===== src/rtl/frame_tx_pkg.sv =====
package frame_tx_pkg;
  typedef enum logic {
    ST_IDLE = 1'b0,
    ST_SEND = 1'b1
  } tx_state_e;
endpackage


===== src/rtl/frame_tx_rst_sync.sv =====
module frame_tx_rst_sync (
  input  logic clk,
  input  logic rst_n,
  output logic rst_sync_n
);
  logic [1:0] sync_q;

  always_ff @(posedge clk or negedge rst_n) begin
    if (!rst_n) sync_q <= 2'b00;
    else        sync_q <= {sync_q[0], 1'b1};
  end

  assign rst_sync_n = sync_q[1];
endmodule


===== src/rtl/frame_tx_fmt.sv =====
// Builds the full frame, LSB (start bit) first, and its bit count.
module frame_tx_fmt #(
  parameter int DATA_W = 8,
  parameter int LEN_W  = 3,
  parameter int FW     = 13,
  parameter int CNT_W  = 4
) (
  input  logic [LEN_W-1:0]  len_i,
  input  logic              addr_mode_i,
  input  logic              par_en_i,
  input  logic              par_even_i,
  input  logic              two_stop_i,
  input  logic [DATA_W-1:0] data_i,
  input  logic              addr_i,
  output logic [FW-1:0]     frame_o,
  output logic [CNT_W-1:0]  count_o
);
  logic             ones;
  logic [CNT_W-1:0] pos;

  always_comb begin
    frame_o    = '1;
    frame_o[0] = 1'b0;
    ones       = 1'b0;
    for (int i = 0; i < DATA_W; i++) begin
      if (i <= int'(len_i)) begin
        frame_o[1+i] = data_i[i];
        ones         = ones ^ data_i[i];
      end
    end
    pos = CNT_W'(len_i) + CNT_W'(2);
    if (addr_mode_i) begin
      frame_o[pos] = addr_i;
      ones         = ones ^ addr_i;
      pos          = pos + CNT_W'(1);
    end
    if (par_en_i) begin
      frame_o[pos] = par_even_i ? ones : ~ones;
      pos          = pos + CNT_W'(1);
    end
    count_o = pos + CNT_W'(1) + CNT_W'(two_stop_i);
  end
endmodule


===== src/rtl/frame_tx_shift.sv =====
module frame_tx_shift
  import frame_tx_pkg::*;
#(
  parameter int FW    = 13,
  parameter int CNT_W = 4
) (
  input  logic             clk,
  input  logic             rst_n,
  input  logic             load_i,
  input  logic             tick_i,
  input  logic [FW-1:0]    frame_i,
  input  logic [CNT_W-1:0] count_i,
  output logic             txd_o,
  output logic             busy_o
);
  tx_state_e        st_q, st_d;
  logic [FW-1:0]    sr_q, sr_d;
  logic [CNT_W-1:0] left_q, left_d;
  logic             txd_q, txd_d;

  always_comb begin
    st_d   = st_q;
    sr_d   = sr_q;
    left_d = left_q;
    txd_d  = txd_q;
    unique case (st_q)
      ST_IDLE: begin
        if (load_i) begin
          st_d   = ST_SEND;
          sr_d   = frame_i;
          left_d = count_i;
        end
      end
      ST_SEND: begin
        if (tick_i) begin
          if (left_q != '0) begin
            txd_d  = sr_q[0];
            sr_d   = {1'b1, sr_q[FW-1:1]};
            left_d = left_q - CNT_W'(1);
          end else begin
            txd_d = 1'b1;
            st_d  = ST_IDLE;
          end
        end
      end
      default: st_d = ST_IDLE;
    endcase
  end

  always_ff @(posedge clk or negedge rst_n) begin
    if (!rst_n) begin
      st_q   <= ST_IDLE;
      sr_q   <= '1;
      left_q <= '0;
      txd_q  <= 1'b1;
    end else begin
      st_q   <= st_d;
      sr_q   <= sr_d;
      left_q <= left_d;
      txd_q  <= txd_d;
    end
  end

  assign txd_o  = txd_q;
  assign busy_o = (st_q == ST_SEND);
endmodule


===== src/rtl/frame_tx.sv =====
module frame_tx #(
  parameter int DATA_W = 8
) (
  input  logic                                       clk,
  input  logic                                       rst_n,
  input  logic [((DATA_W>1)?$clog2(DATA_W):1)+4:0]   cfg_i,
  input  logic                                       in_valid_i,
  input  logic [DATA_W-1:0]                          in_data_i,
  input  logic                                       in_addr_i,
  output logic                                       in_ready_o,
  input  logic                                       tick_i,
  output logic                                       line_o,
  output logic                                       loop_o,
  output logic                                       busy_o
);
  localparam int LEN_W  = (DATA_W > 1) ? $clog2(DATA_W) : 1;
  localparam int FW     = DATA_W + 5;
  localparam int CNT_W  = $clog2(FW + 1);
  localparam int B_ADDR = LEN_W;
  localparam int B_LOOP = LEN_W + 1;
  localparam int B_PEN  = LEN_W + 2;
  localparam int B_PEVN = LEN_W + 3;
  localparam int B_STOP = LEN_W + 4;

  logic             rst_sync_n;
  logic             accept;
  logic             busy;
  logic             txd;
  logic             loop_q;
  logic [FW-1:0]    frame;
  logic [CNT_W-1:0] count;

  frame_tx_rst_sync u_rst (
    .clk        (clk),
    .rst_n      (rst_n),
    .rst_sync_n (rst_sync_n)
  );

  frame_tx_fmt #(
    .DATA_W (DATA_W),
    .LEN_W  (LEN_W),
    .FW     (FW),
    .CNT_W  (CNT_W)
  ) u_fmt (
    .len_i       (cfg_i[LEN_W-1:0]),
    .addr_mode_i (cfg_i[B_ADDR]),
    .par_en_i    (cfg_i[B_PEN]),
    .par_even_i  (cfg_i[B_PEVN]),
    .two_stop_i  (cfg_i[B_STOP]),
    .data_i      (in_data_i),
    .addr_i      (in_addr_i),
    .frame_o     (frame),
    .count_o     (count)
  );

  frame_tx_shift #(
    .FW    (FW),
    .CNT_W (CNT_W)
  ) u_shift (
    .clk     (clk),
    .rst_n   (rst_sync_n),
    .load_i  (accept),
    .tick_i  (tick_i),
    .frame_i (frame),
    .count_i (count),
    .txd_o   (txd),
    .busy_o  (busy)
  );

  assign in_ready_o = rst_sync_n & ~busy;
  assign accept     = in_valid_i & in_ready_o;

  // Loopback choice is captured with the character.
  always_ff @(posedge clk or negedge rst_sync_n) begin
    if (!rst_sync_n)  loop_q <= 1'b0;
    else if (accept)  loop_q <= cfg_i[B_LOOP];
  end

  assign line_o = loop_q ? 1'b1 : txd;
  assign loop_o = loop_q ? txd  : 1'b1;
  assign busy_o = busy;
endmodule


===== config.mk =====
export PLATFORM = sky130hd
export DESIGN_NAME = frame_tx
export DESIGN_NICKNAME = d
export VERILOG_FILES = /design/src/rtl/frame_tx_pkg.sv /design/src/rtl/frame_tx_rst_sync.sv /design/src/rtl/frame_tx_fmt.sv /design/src/rtl/frame_tx_shift.sv /design/src/rtl/frame_tx.sv
export SDC_FILE = /design/constraint.sdc
export NUM_CORES = 1
export LEC_CHECK = 0
export BUFFER_PORTS_ARGS = -buffer_cell sky130_fd_sc_hd__buf_2
export CAP_MARGIN = 20
export CORE_MARGIN = 2
export CORE_UTILIZATION = 36
export DETAILED_ROUTE_END_ITERATION = 7
export PLACE_DENSITY_LB_ADDON = 0.1
export SLEW_MARGIN = 20
export SYNTH_ARGS = -nofsm -noshare
export SYNTH_HDL_FRONTEND = slang
export SYNTH_SLANG_ARGS = --single-unit

===== constraint.sdc =====
create_clock -name clk -period 1.4 [get_ports clk]
set_input_delay 0.21 -clock clk [delete_from_list [all_inputs] [get_ports clk]]
set_output_delay 0.21 -clock clk [all_outputs]
set_load 0.05 [all_outputs]

Yosys cells after proc, flatten, opt, wreduce, memory -nomap -nowiden

Cells that the tools add are included.

Bits in registers: 22
Latch bits: 0
RAM bits: 0
Memory bits (read-only): 0
Input bits: 21
Output and inout port bits: 4
Word-level logic and storage cells: 84
Memories kept: 0

$add $sub $neg: 6
Multiply operators: 0
Divide/modulo/power cells: 0
Magnitude comparators: 11
Equal/unequal tests: 3
Shifts and indexed selects: 0
Multiplexer cells: 41
Bitwise gates (word level): 12
Reductions and logical operators: 5

Operators by type and width:

| cell                  | count |
|---|---|
| $mux W13              | 5 |
| $bwmux W13            | 2 |
| $pmux W13 S2          | 1 |
| $mux W1               | 24 |
| $mux W4               | 5 |
| $add A4 B1 Y4 const B | 3 |
| $le A3 B3 Y1 const A  | 4 |
| $lt A4 B5 Y1 const B  | 2 |
| $demux W1 S4          | 2 |
| $ge A4 B1 Y1 const B  | 2 |
| $pmux W4 S2           | 1 |
| $xor A1 B1 Y1         | 8 |
| $le A2 B3 Y1 const A  | 2 |
| $ne A2 B2 Y1 const B  | 3 |
| $add A3 B2 Y4 const B | 1 |
| $add A4 B1 Y4         | 1 |
| $reduce_bool A4 Y1    | 1 |
| $sub A4 B1 Y4 const B | 1 |
| $le A1 B3 Y1 const A  | 1 |
| $reduce_and A3 Y1     | 1 |
| $and A1 B1 Y1         | 2 |
| $logic_and A1 B1 Y1   | 2 |
| $not A1 Y1            | 2 |
| $pmux W1 S2           | 1 |
| $reduce_and A2 Y1     | 1 |

Longest topological paths before layout

Gate-level depths: netlist (run 1).

Depth after elaboration: 22
Mapped depth: 12
Gate-level depth less buffers: 11

Hierarchy

From an unflattened synthesis (run 1), not the netlist that was laid out.

Cells, all modules: 219
Area, all modules: 2,103.3 µm²

Modules (own cells, without submodules):

| module            | times used | cells an instance | area each (µm²) | seq. area each (µm²) |
|---|---|---|---|---|
| frame_tx_shift    | 1          | 74                | 1,017.2         | 493.0 |
| frame_tx_fmt      | 1          | 136               | 964.7           | 0.0 |
| frame_tx          | 1          | 6                 | 67.6            | 25.0 |
| frame_tx_rst_sync | 1          | 3                 | 53.8            | 50.0 |

Least setup slack after synthesis (run 1)

No wires, ideal clock.

Kind: register to register
Start point: register u_rst.sync_q[1]
End point: register u_shift.sr_q[0]
Library setup time: 65 ps
Arrival time: 2,693 ps
Data required time: 1,335 ps
Path slack: -1,358 ps
Stages on the path, launching flop included: 8
Buffers on the path: 1
Clock period less this slack: 2,758 ps
Path through: dfrtp_1 -> nor2b_1 -> and2_1 -> clkbuf_1 -> a21oi_1 -> a211o_1 -> a211o_1 -> nand3_1

Cells in the longest elaborated chain, start to end: 4

Ends and longest elaborated chain:

| element                     | RTL line                | source |
|---|---|---|
| start: declaration          | frame_tx_rst_sync.sv:6  | `logic [1:0] sync_q;` |
| start signal: assignment    | frame_tx_rst_sync.sv:10 | `else sync_q <= {sync_q[0], 1'b1};` |
| $and A1 B1 Y1               | frame_tx.sv:70          | `assign in_ready_o = rst_sync_n & ~busy;` |
| named net in_ready_o        | frame_tx.sv:10          | `output logic in_ready_o,` |
| $and A1 B1 Y1               | frame_tx.sv:71          | `assign accept = in_valid_i & in_ready_o;` |
| $ne A2 B2 Y1 (no line)      | -                       |  |
| $reduce_and A3 Y1 (no line) | -                       |  |
| end signal: assignment      | frame_tx_shift.sv:58    | `sr_q <= sr_d;` |
| end: declaration            | frame_tx_shift.sv:17    | `logic [FW-1:0] sr_q, sr_d;` |

The timed path passes the listed nets, and every way through them passes these cells.
A chain may end at the register's enable or synchronous reset.

Worst setup path after layout (run 1)

Start point: input cfg_i[1] in the netlist's numbering
End point: register u_shift.sr_q[1]

Cells in the longest elaborated chain, start to end: 22
Elaborated cells on any way between the ends: 43
Classes of those cells: add/sub (2); order compare (11); mux (20); bitwise (8); reduce/logical (2)

Ends and longest elaborated chain:

| element            | RTL line             | source |
|---|---|---|
| start: declaration | frame_tx.sv:6        | `input logic [((DATA_W>1)?$clog2(DATA_W):1)+4:0] cfg_i,` |
| $le A1 B3 Y1       | frame_tx_fmt.sv:26   | `if (i <= int'(len_i)) begin` |
| $mux W1            | frame_tx_fmt.sv:26   |  |
| $xor A1 B1 Y1      | frame_tx_fmt.sv:28   | `ones = ones ^ data_i[i];` |
| $mux W1            | frame_tx_fmt.sv:26   |  |
| $xor A1 B1 Y1      | frame_tx_fmt.sv:28   |  |
| $mux W1            | frame_tx_fmt.sv:26   |  |
| $xor A1 B1 Y1      | frame_tx_fmt.sv:28   |  |
| $mux W1            | frame_tx_fmt.sv:26   |  |
| [... 6 more ...]   | -                    |  |
| $xor A1 B1 Y1      | frame_tx_fmt.sv:34   | `ones = ones ^ addr_i;` |
| $mux W1            | frame_tx_fmt.sv:32   | `if (addr_mode_i) begin` |
| $not A1 Y1         | frame_tx_fmt.sv:38   | `frame_o[pos] = par_even_i ? ones : ~ones;` |
| $mux W1            | frame_tx_fmt.sv:38   |  |
| $bwmux W13         | frame_tx_fmt.sv:38   |  |
| $mux W13 *         | frame_tx_fmt.sv:37   | `if (par_en_i) begin` |
| $mux W13 *         | frame_tx_shift.sv:28 | `if (load_i) begin` |
| $pmux W13 S2 *     | frame_tx_shift.sv:26 | `unique case (st_q)` |

Mark *: on every way between the ends. The rest lies on a longest branch, timed or not. The select of a mux whose other input is x is not followed.

==> summary.txt, run 1 <==
Route
  • Top routing layer used: met4
  • # DRC: 0
  • Pre-Repair DR Iteration Count: 4
  • DRT Wirelength: 8810 um
  • Met2 wire length: 4400 um
  • First DRT Iteration DRCs: 175
  • Via density: 5.44
  • Vias: 2959
  • ANT nets after route: 0
  • Routed length per instance: 16.2 um
  • M1 WL: 3970 um
  • Routed wl met3: 321 um

GRT
  • First-pass GRT wire length: 14200 um
  • Global route overflow: 0
  • All-Layer GR Usage: 23.4%
  • Pin count of the biggest net entering global routing: 21
  • Initial antenna violation count: 0
  • Number of global-route vias before repair: 2901

STA
  • Finish-stage setup viols: 18
  • Fmax: 496 MHz
  • RSZ-0062 raised after global routing: yes
  • Fin crit period: 2010 ps
  • Clk_skew: 4.27 ps
  • Fin. max-slew vios: 0
  • Final Hold Viols: 0
  • Final worst-path cycle share: 144%
  • Setup ws final: -615 ps

CTS
  • Clock-pin slew on the worst setup and hold paths: 80 ps
  • TritonCTS buffer count: 3
  • CTS H-tree lvls: 1
  • CTS tree: built
  • Clk Latency, worst-skew pair: 260 ps
  • Clk root buf: clkbuf_8
  • Clock Sinks: 22
  • CTS Buffer Depth: 2

Placement
  • Post-Place Worst Slack: -1140 ps
  • Placed cells: 516
  • Routability cong.: 0.885
  • Area after DPL: 3600 um2
  • Port Buffers: 24
  • Dpl hpwl: 6540 um

Layout
  • Non-filler instance count after layout: 544
  • Final instance area: 4270 um2
  • Fraction of layout instances using a drive strength above 1: 55.4%
  • Area delta synth->final: 68.1%
  • Diode count: 0
  • Final #Nets: 486
  • Fill cells: 610

Critical path
  • Critical Path End Type: flop
  • Most common cell on crit path: buf_6
  • Critical Path AT: 2170 ps
  • Setup CP Type: in2reg
  • Worst path cell trace: buf_12 > buf_6 > buf_6 > ha_4 > nor2b_4 > o21ai_2 > xnor3_2 > xor2_4 > xnor2_4 > o31ai_1
  • CP Launch Type: primary input
  • CP max stage delay: 510 ps
  • Worst path slowest cell: xnor3_2
  • CP required: 1560 ps
  • Peak fanout along the critical path: 8

Synthesis
  • Top_reg_cell synth: dfstp_2
  • Register area share after synthesis: 22.4%
  • Synthesized area per cell: 8.03 um2
  • Synth Net Count: 353
  • Mapped cell area: 2540 um2
  • Post-synth cell types: 77
  • Post-synth EDFFs: 0
  • Register bit total from synthesis: 22
  • Async S/R FF share, synth: 100%
  • Ys Warns: 0
  • Cell count after synthesis: 316

Floorplanning
  • Die ar.: 7740 um2
  • Initial Utilization: 37.3%
  • Ports: 25
  • Core ar.: 6790 um2
  • Row cnt: 30
  • Die X: 88.0 um
  • Height of the chip: 88.0 um

Min path
  • Worst min path class: in2reg

Power
  • PwrDens: 1260 nW/um2
  • Peak supply drop: 0.000697 V
  • Total Power: 5.39 mW
  • Leakage power total: 1.84 nW

Status
  • Failing checks: negative setup slack
  • Outcome: finished with violations

Flow run
  • Reported max-cap violation count: 0
[what timing repair did]
item | CTS | global route
endpoints found under the setup margin | 20 | 23
buffers inserted | 17 | 5
pin swaps | 33 | 12
gates resized for setup | 71 | 26
cloned | 1 | 0
hold endpoints to repair | 2 | 0
hold buffers | 1 | 0
[cell usage after synthesis (4+ instances only)]
| cell type | number | area (um2) |
|---|---|---|
| nand2b_1 | 4 | 25.0 |
| inv_1 | 18 | 67.6 |
| clkbuf_1 | 11 | 41.3 |
| nor2b_1 | 4 | 25.0 |
| nand3_1 | 15 | 75.1 |
| a41oi_1 | 4 | 35.0 |
| nand2_1 | 24 | 90.1 |
| ha_1 | 16 | 200 |
| nand4_1 | 5 | 31.3 |
| nand4b_1 | 4 | 35.0 |
| a21oi_1 | 16 | 80.1 |
| dfstp_2 | 14 | 368 |
| xnor2_1 | 8 | 70.1 |
| a211oi_1 | 4 | 30.0 |
| a22oi_1 | 6 | 45.0 |
| o21ai_0 | 23 | 115 |
| dfrtp_1 | 8 | 200 |
| buf_2 | 6 | 30.0 |
| nor3_1 | 11 | 55.1 |
| and2_1 | 4 | 25.0 |
| nor2_1 | 19 | 71.3 |
| and3b_1 | 4 | 35.0 |
[flip-flops by register name (all words and copies together), names as in the netlist]
name / count
u_rst.sync_q: 2
u_shift.left_q: 4
u_shift.sr_q: 13
u_shift.txd_o: 1
u_shift.busy_o: 1
loop_q: 1
[placed cells by master, fill, tap and decap left out, types with 10 or more instances in the layout]
master / n
a21oi_1: 11
buf_2: 18
buf_4: 109
buf_6: 15
dfstp_2: 14
inv_1: 12
nand2_1: 19
nand3_1: 15
nor2_1: 15
nor3_1: 10
o21ai_0: 18
[per-stage QoR]
step	TNS [ps]	utilization [%]	hold WS (ps)
2_1_floorplan	-11760	-	-85.6
5_1_grt	-9760	62.8	151
3_5_place_dp	-16540	53.1	-4.11
3_3_place_gp	-16110	53.1	-5.84
6_report	-8480	62.8	152
4_1_cts	-8440	60.7	150
[layer usage]
metal	global-route usage, %	up-vias
met3	2.73	12
met1	32.0	1419
li1	-	1456
met5	0	-
met4	4.34	0
met2	40.1	72
[power breakdown]
group | leakage [nW] | internal (mW) | switching (mW)
Sequential | 0.238 | 1.05 | 0.239
Combinational | 1.57 | 1.85 | 1.79
Clock | 0.0288 | 0.250 | 0.206
[cells by family (layout without fill, tap and decap cells)]
kind of cell	count (synthesis)	after routing	share of synthesized area, %
compound gates	103	103	29.2
other cells	1	1	0.148
mux	3	3	1.23
flops	22	22	22.4
simple gates	120	121	26.8
fa+ha+maj	16	16	7.89
xor+xnor	13	13	6.21
buf+inv	38	169	6.11
[worst max-delay path: cells and delay by family]
kind,cells,cell delay [ps]
fa+ha+maj,1,140
buf+inv,3,360
xor+xnor,3,940
compound gates,2,400
simple gates,1,120
[path summary, 6_finish.rpt]
path | depth (start not counted) | start | endpoint | slack, ps
max | 10 | cfg_i[1] | u_shift.sr_q[1] | -610
min | 3 | cfg_i[4] | loop_q | 150
max reg2reg | 10 | u_shift.left_q[1] | u_shift.sr_q[11] | -520
min reg2reg | 0 | u_rst.sync_q[0] | u_rst.sync_q[1] | 360
max in group asynchronous | 2 | u_rst.sync_q[1] | u_shift.sr_q[2] | 710
min in group asynchronous | 2 | rst_n | u_rst.sync_q[1] | 250
[layout make-up]
type	count	area (um2)	share of cell area, %
inverter	18	86.3	2.02
multi-input combinational	257	2290	53.6
timing repair buffer	147	1140	26.8
clock buffer	4	55.1	1.29
tap	96	120	2.82
sequential	22	573	13.4
(Power assumes the default switching activity.)
==> run 2, diff against run 1 <==
--- a/config.mk
+++ b/config.mk
@@ -7,2 +7,3 @@
 export LEC_CHECK = 0
+export ABC_AREA = 1
 export BUFFER_PORTS_ARGS = -buffer_cell sky130_fd_sc_hd__buf_2
==> constraint.sdc (replaced) <==
create_clock -name clk -period 1.4 [get_ports clk]
set_input_delay 0.07 -clock clk [delete_from_list [all_inputs] [get_ports clk]]
set_output_delay 0.07 -clock clk [all_outputs]
set_load 0.05 [all_outputs]
==> run 2 against run 1 <==
The flow still finishes with violations (negative setup slack). Global-route usage shrank 2.9 points. Area after synthesis fell by 15%. Synthesized cell count rose by 5.1%. Hold slack lost 120 ps. Register-to-register slack gained 480 ps. Power down 33%. Count of clock-buffer cells in the layout stayed put. Combinational power decreased by 44%. Non-clock buffer count is 64 lower. Via count decreased by 19%.
==> summary.txt, run 2 <==
Layout
  • Most common cell after layout, fill and taps aside: nand2_1
  • Largest register by flop count: u_shift.sr_q
  • Commonest non-fill, non-tap cells in the layout: nand2_1 (76), buf_4 (53), inv_1 (33), nand3_1 (30), nand2_2 (24)
  • Area delta synth->final: 49.9%
  • Fraction of layout instances using a drive strength above 1: 47.6%
  • Final cell utilization of the core: 55.0%
  • Max reg flops: 13
  • Final instance area: 3220 um2
  • Largest registers: u_shift.sr_q: 13 flops, u_shift.left_q: 4 flops, u_rst.sync_q: 2 flops
  • Diode count: 0
  • Fill cells: 575
  • Final #Nets: 452

Placement
  • Routability cong.: 0.866
  • Dpl hpwl: 4910 um
  • Port Buffers: 24
  • Area after DPL: 2740 um2

CTS
  • Clk Latency, worst-skew pair: 270 ps
  • TritonCTS buffer count: 3
  • CTS Buffer Depth: 2
  • CTS tree: built
  • CTS H-tree lvls: 1
  • Clock-pin slew on the worst setup and hold paths: 90 ps
  • Clk root buf: clkbuf_8
  • Clock Sinks: 22

Route
  • Top routing layer used: met4
  • First DRT Iteration DRCs: 119
  • Vias: 2399
  • # DRC: 0
  • Routed wl met3: 218 um
  • M1 WL: 3100 um
  • ANT nets after route: 0
  • DRT Wirelength: 6270 um
  • Via density: 4.91
  • Pre-Repair DR Iteration Count: 5
  • Met2 wire length: 2900 um
  • Routed length per instance: 12.8 um

STA
  • Clk_skew: 10.8 ps
  • Final worst-path cycle share: 103%
  • Fin. max-slew vios: 0
  • RSZ-0062 raised after global routing: yes
  • Finish-stage setup viols: 7
  • Final Hold Viols: 0
  • Fin crit period: 1440 ps
  • Setup ws final: -39.4 ps
  • Fmax: 695 MHz

Synthesis
  • Largest area contributor in the netlist: dfstp_2
  • Leading cell type by number of instances after synthesis: nand2_1
  • Mapped cell area: 2150 um2
  • Cell count after synthesis: 332
  • Synth Net Count: 369
  • Async S/R FF share, synth: 100%
  • Ys Warns: 0
  • Post-synth top area share: 17.1%
  • Register bit total from synthesis: 22
  • Synthesized area per cell: 6.47 um2
  • Post-synth EDFFs: 0
  • Synth top area cells: dfstp_2 (17%), nand2_1 (16%), dfrtp_1 (9.3%)
  • Post-synth cell types: 36
  • Top_reg_cell synth: dfstp_2
  • Register area share after synthesis: 26.4%
  • Post-synth top cells: nand2_1 (94), inv_1 (43), nand3_1 (36)

GRT
  • All-Layer GR Usage: 20.5%
  • Pin count of the biggest net entering global routing: 21
  • Number of global-route vias before repair: 2226
  • Global route overflow: 0
  • Initial antenna violation count: 0
  • First-pass GRT wire length: 10500 um

Power
  • Combinational share of power: 56.6%
  • Switching Power: 1.52 mW
  • Clock power frac: 11.8%
  • Sw Ratio: 42.2%
  • Leakage power total: 1.55 nW
  • Sequential Power Share: 31.6%
  • Peak supply drop: 0.000666 V
  • Int Power: 2.08 mW
  • PwrDens: 1120 nW/um2

Floorplanning
  • Die X: 81.3 um
  • Row cnt: 28
  • Initial Utilization: 36.7%
  • Ports: 25
  • Die ar.: 6600 um2
  • Height of the chip: 81.3 um
  • Core ar.: 5850 um2

Critical path
  • CP max stage delay: 380 ps
  • CP required: 1560 ps
  • Peak fanout along the critical path: 8
  • Critical Path End Type: flop
  • Critical Path AT: 1600 ps
  • Critical path buffer and inverter count: 2
  • CP delay by family, top: flip-flops
  • Worst path slowest cell: dfrtp_1
  • Most common cell on crit path: nand2_4
  • Worst path cell trace: inv_2 > ha_4 > nand2_4 > nor2_4 > o21ai_4 > nand2_4 > buf_6 > a31oi_1 > a21oi_1
  • Setup CP Type: reg2reg
  • CP Launch Type: flop

Status
  • Failing checks: negative setup slack
  • Outcome: finished with violations

Flow run
  • Reported max-cap violation count: 0

Min path
  • Worst min path class: in2reg
[run 2: cell count changes in the layout (fill, tap and decap cells not counted), moves of 11 or more]
| cell | delta |
|---|---|
| buf_4 | -56 |
| inv_1 | +21 |
| nand2_1 | +57 |
| nand2_2 | +20 |
| nand3_1 | +15 |
| o21ai_0 | -11 |
[run 2: area by class of cell]
type                            count  area (um2)  area share [%]
Sequential cell                    22         571            17.7
Tap cell                           75        93.8            2.91
Timing Repair Buffer               83         601            18.6
Inverter                           49         199            6.18
Multi-Input combinational cell    256        1710            53.1
Clock buffer                        4        45.0            1.40
[run 2: cell families after synthesis]
kind of cell	synth area share [%]
AND/OR/NAND/NOR	38.7
buffers and inverters	10.3
AO/OA/AOI/OAI	13.7
flip-flops	26.4
adder cells (fa/ha/maj)	9.32
XOR/XNOR	0.816
other	0.175
multiplexers	0.524
[run 2: power groups by stage]
| stage | Clock, mW | Combinational [mW] | Sequential (mW) |
|---|---|---|---|
| 2_1_floorplan | 0 | 1.12 | 1.11 |
| 3_3_place_gp | 0 | 1.67 | 1.12 |
| 3_5_place_dp | 0 | 1.69 | 1.13 |
| 4_1_cts | 0.431 | 1.90 | 1.13 |
| 5_1_grt | 0.453 | 2.28 | 1.17 |
| 6_report | 0.426 | 2.04 | 1.14 |
[run 2: through the flow]
step	TNS [ps]	std cells	total power, mW	hold WS (ps)	setup WS (ps)
floorplan	-5400	332	2.23	-226	-355
global placement	-5990	477	2.79	-143	-491
detailed placement	-6660	477	2.82	-142	-523
CTS	-190	485	3.46	38.9	-49.1
global route	-1360	489	3.90	42.5	-119
finish	-112	489	3.60	35.3	-39.4
[run 2: path summary, 6_finish.rpt]
check	start	endpoint	slack, ps	depth (start not counted)
setup / recovery	u_shift.left_q[1]	u_shift.left_q[3]	-40	9
hold / removal	cfg_i[4]	loop_q	40	2
setup reg to reg	u_shift.left_q[1]	u_shift.left_q[3]	-40	9
hold reg to reg	u_rst.sync_q[1]	u_shift.busy_o	260	1
max in group asynchronous	u_rst.sync_q[1]	u_shift.sr_q[4]	860	1
min in group asynchronous	rst_n	u_rst.sync_q[1]	110	2
[run 2: per-layer routing]
metal  track usage (%)  vias to the layer above
met1              30.0                     1122
met5                 0                        -
met2              32.9                       35
li1                  -                     1238
met4              3.05                        0
met3              2.67                        4
[run 2: repair_timing]
action | in CTS | in global routing
cloned | 1 | 0
setup buffers | 3 | 4
resized for setup | 51 | 46
pin swaps | 16 | 11
hold buffers | 1 | 0
endpoints found under the setup margin | 17 | 16
endpoints found under the hold margin | 2 | 0
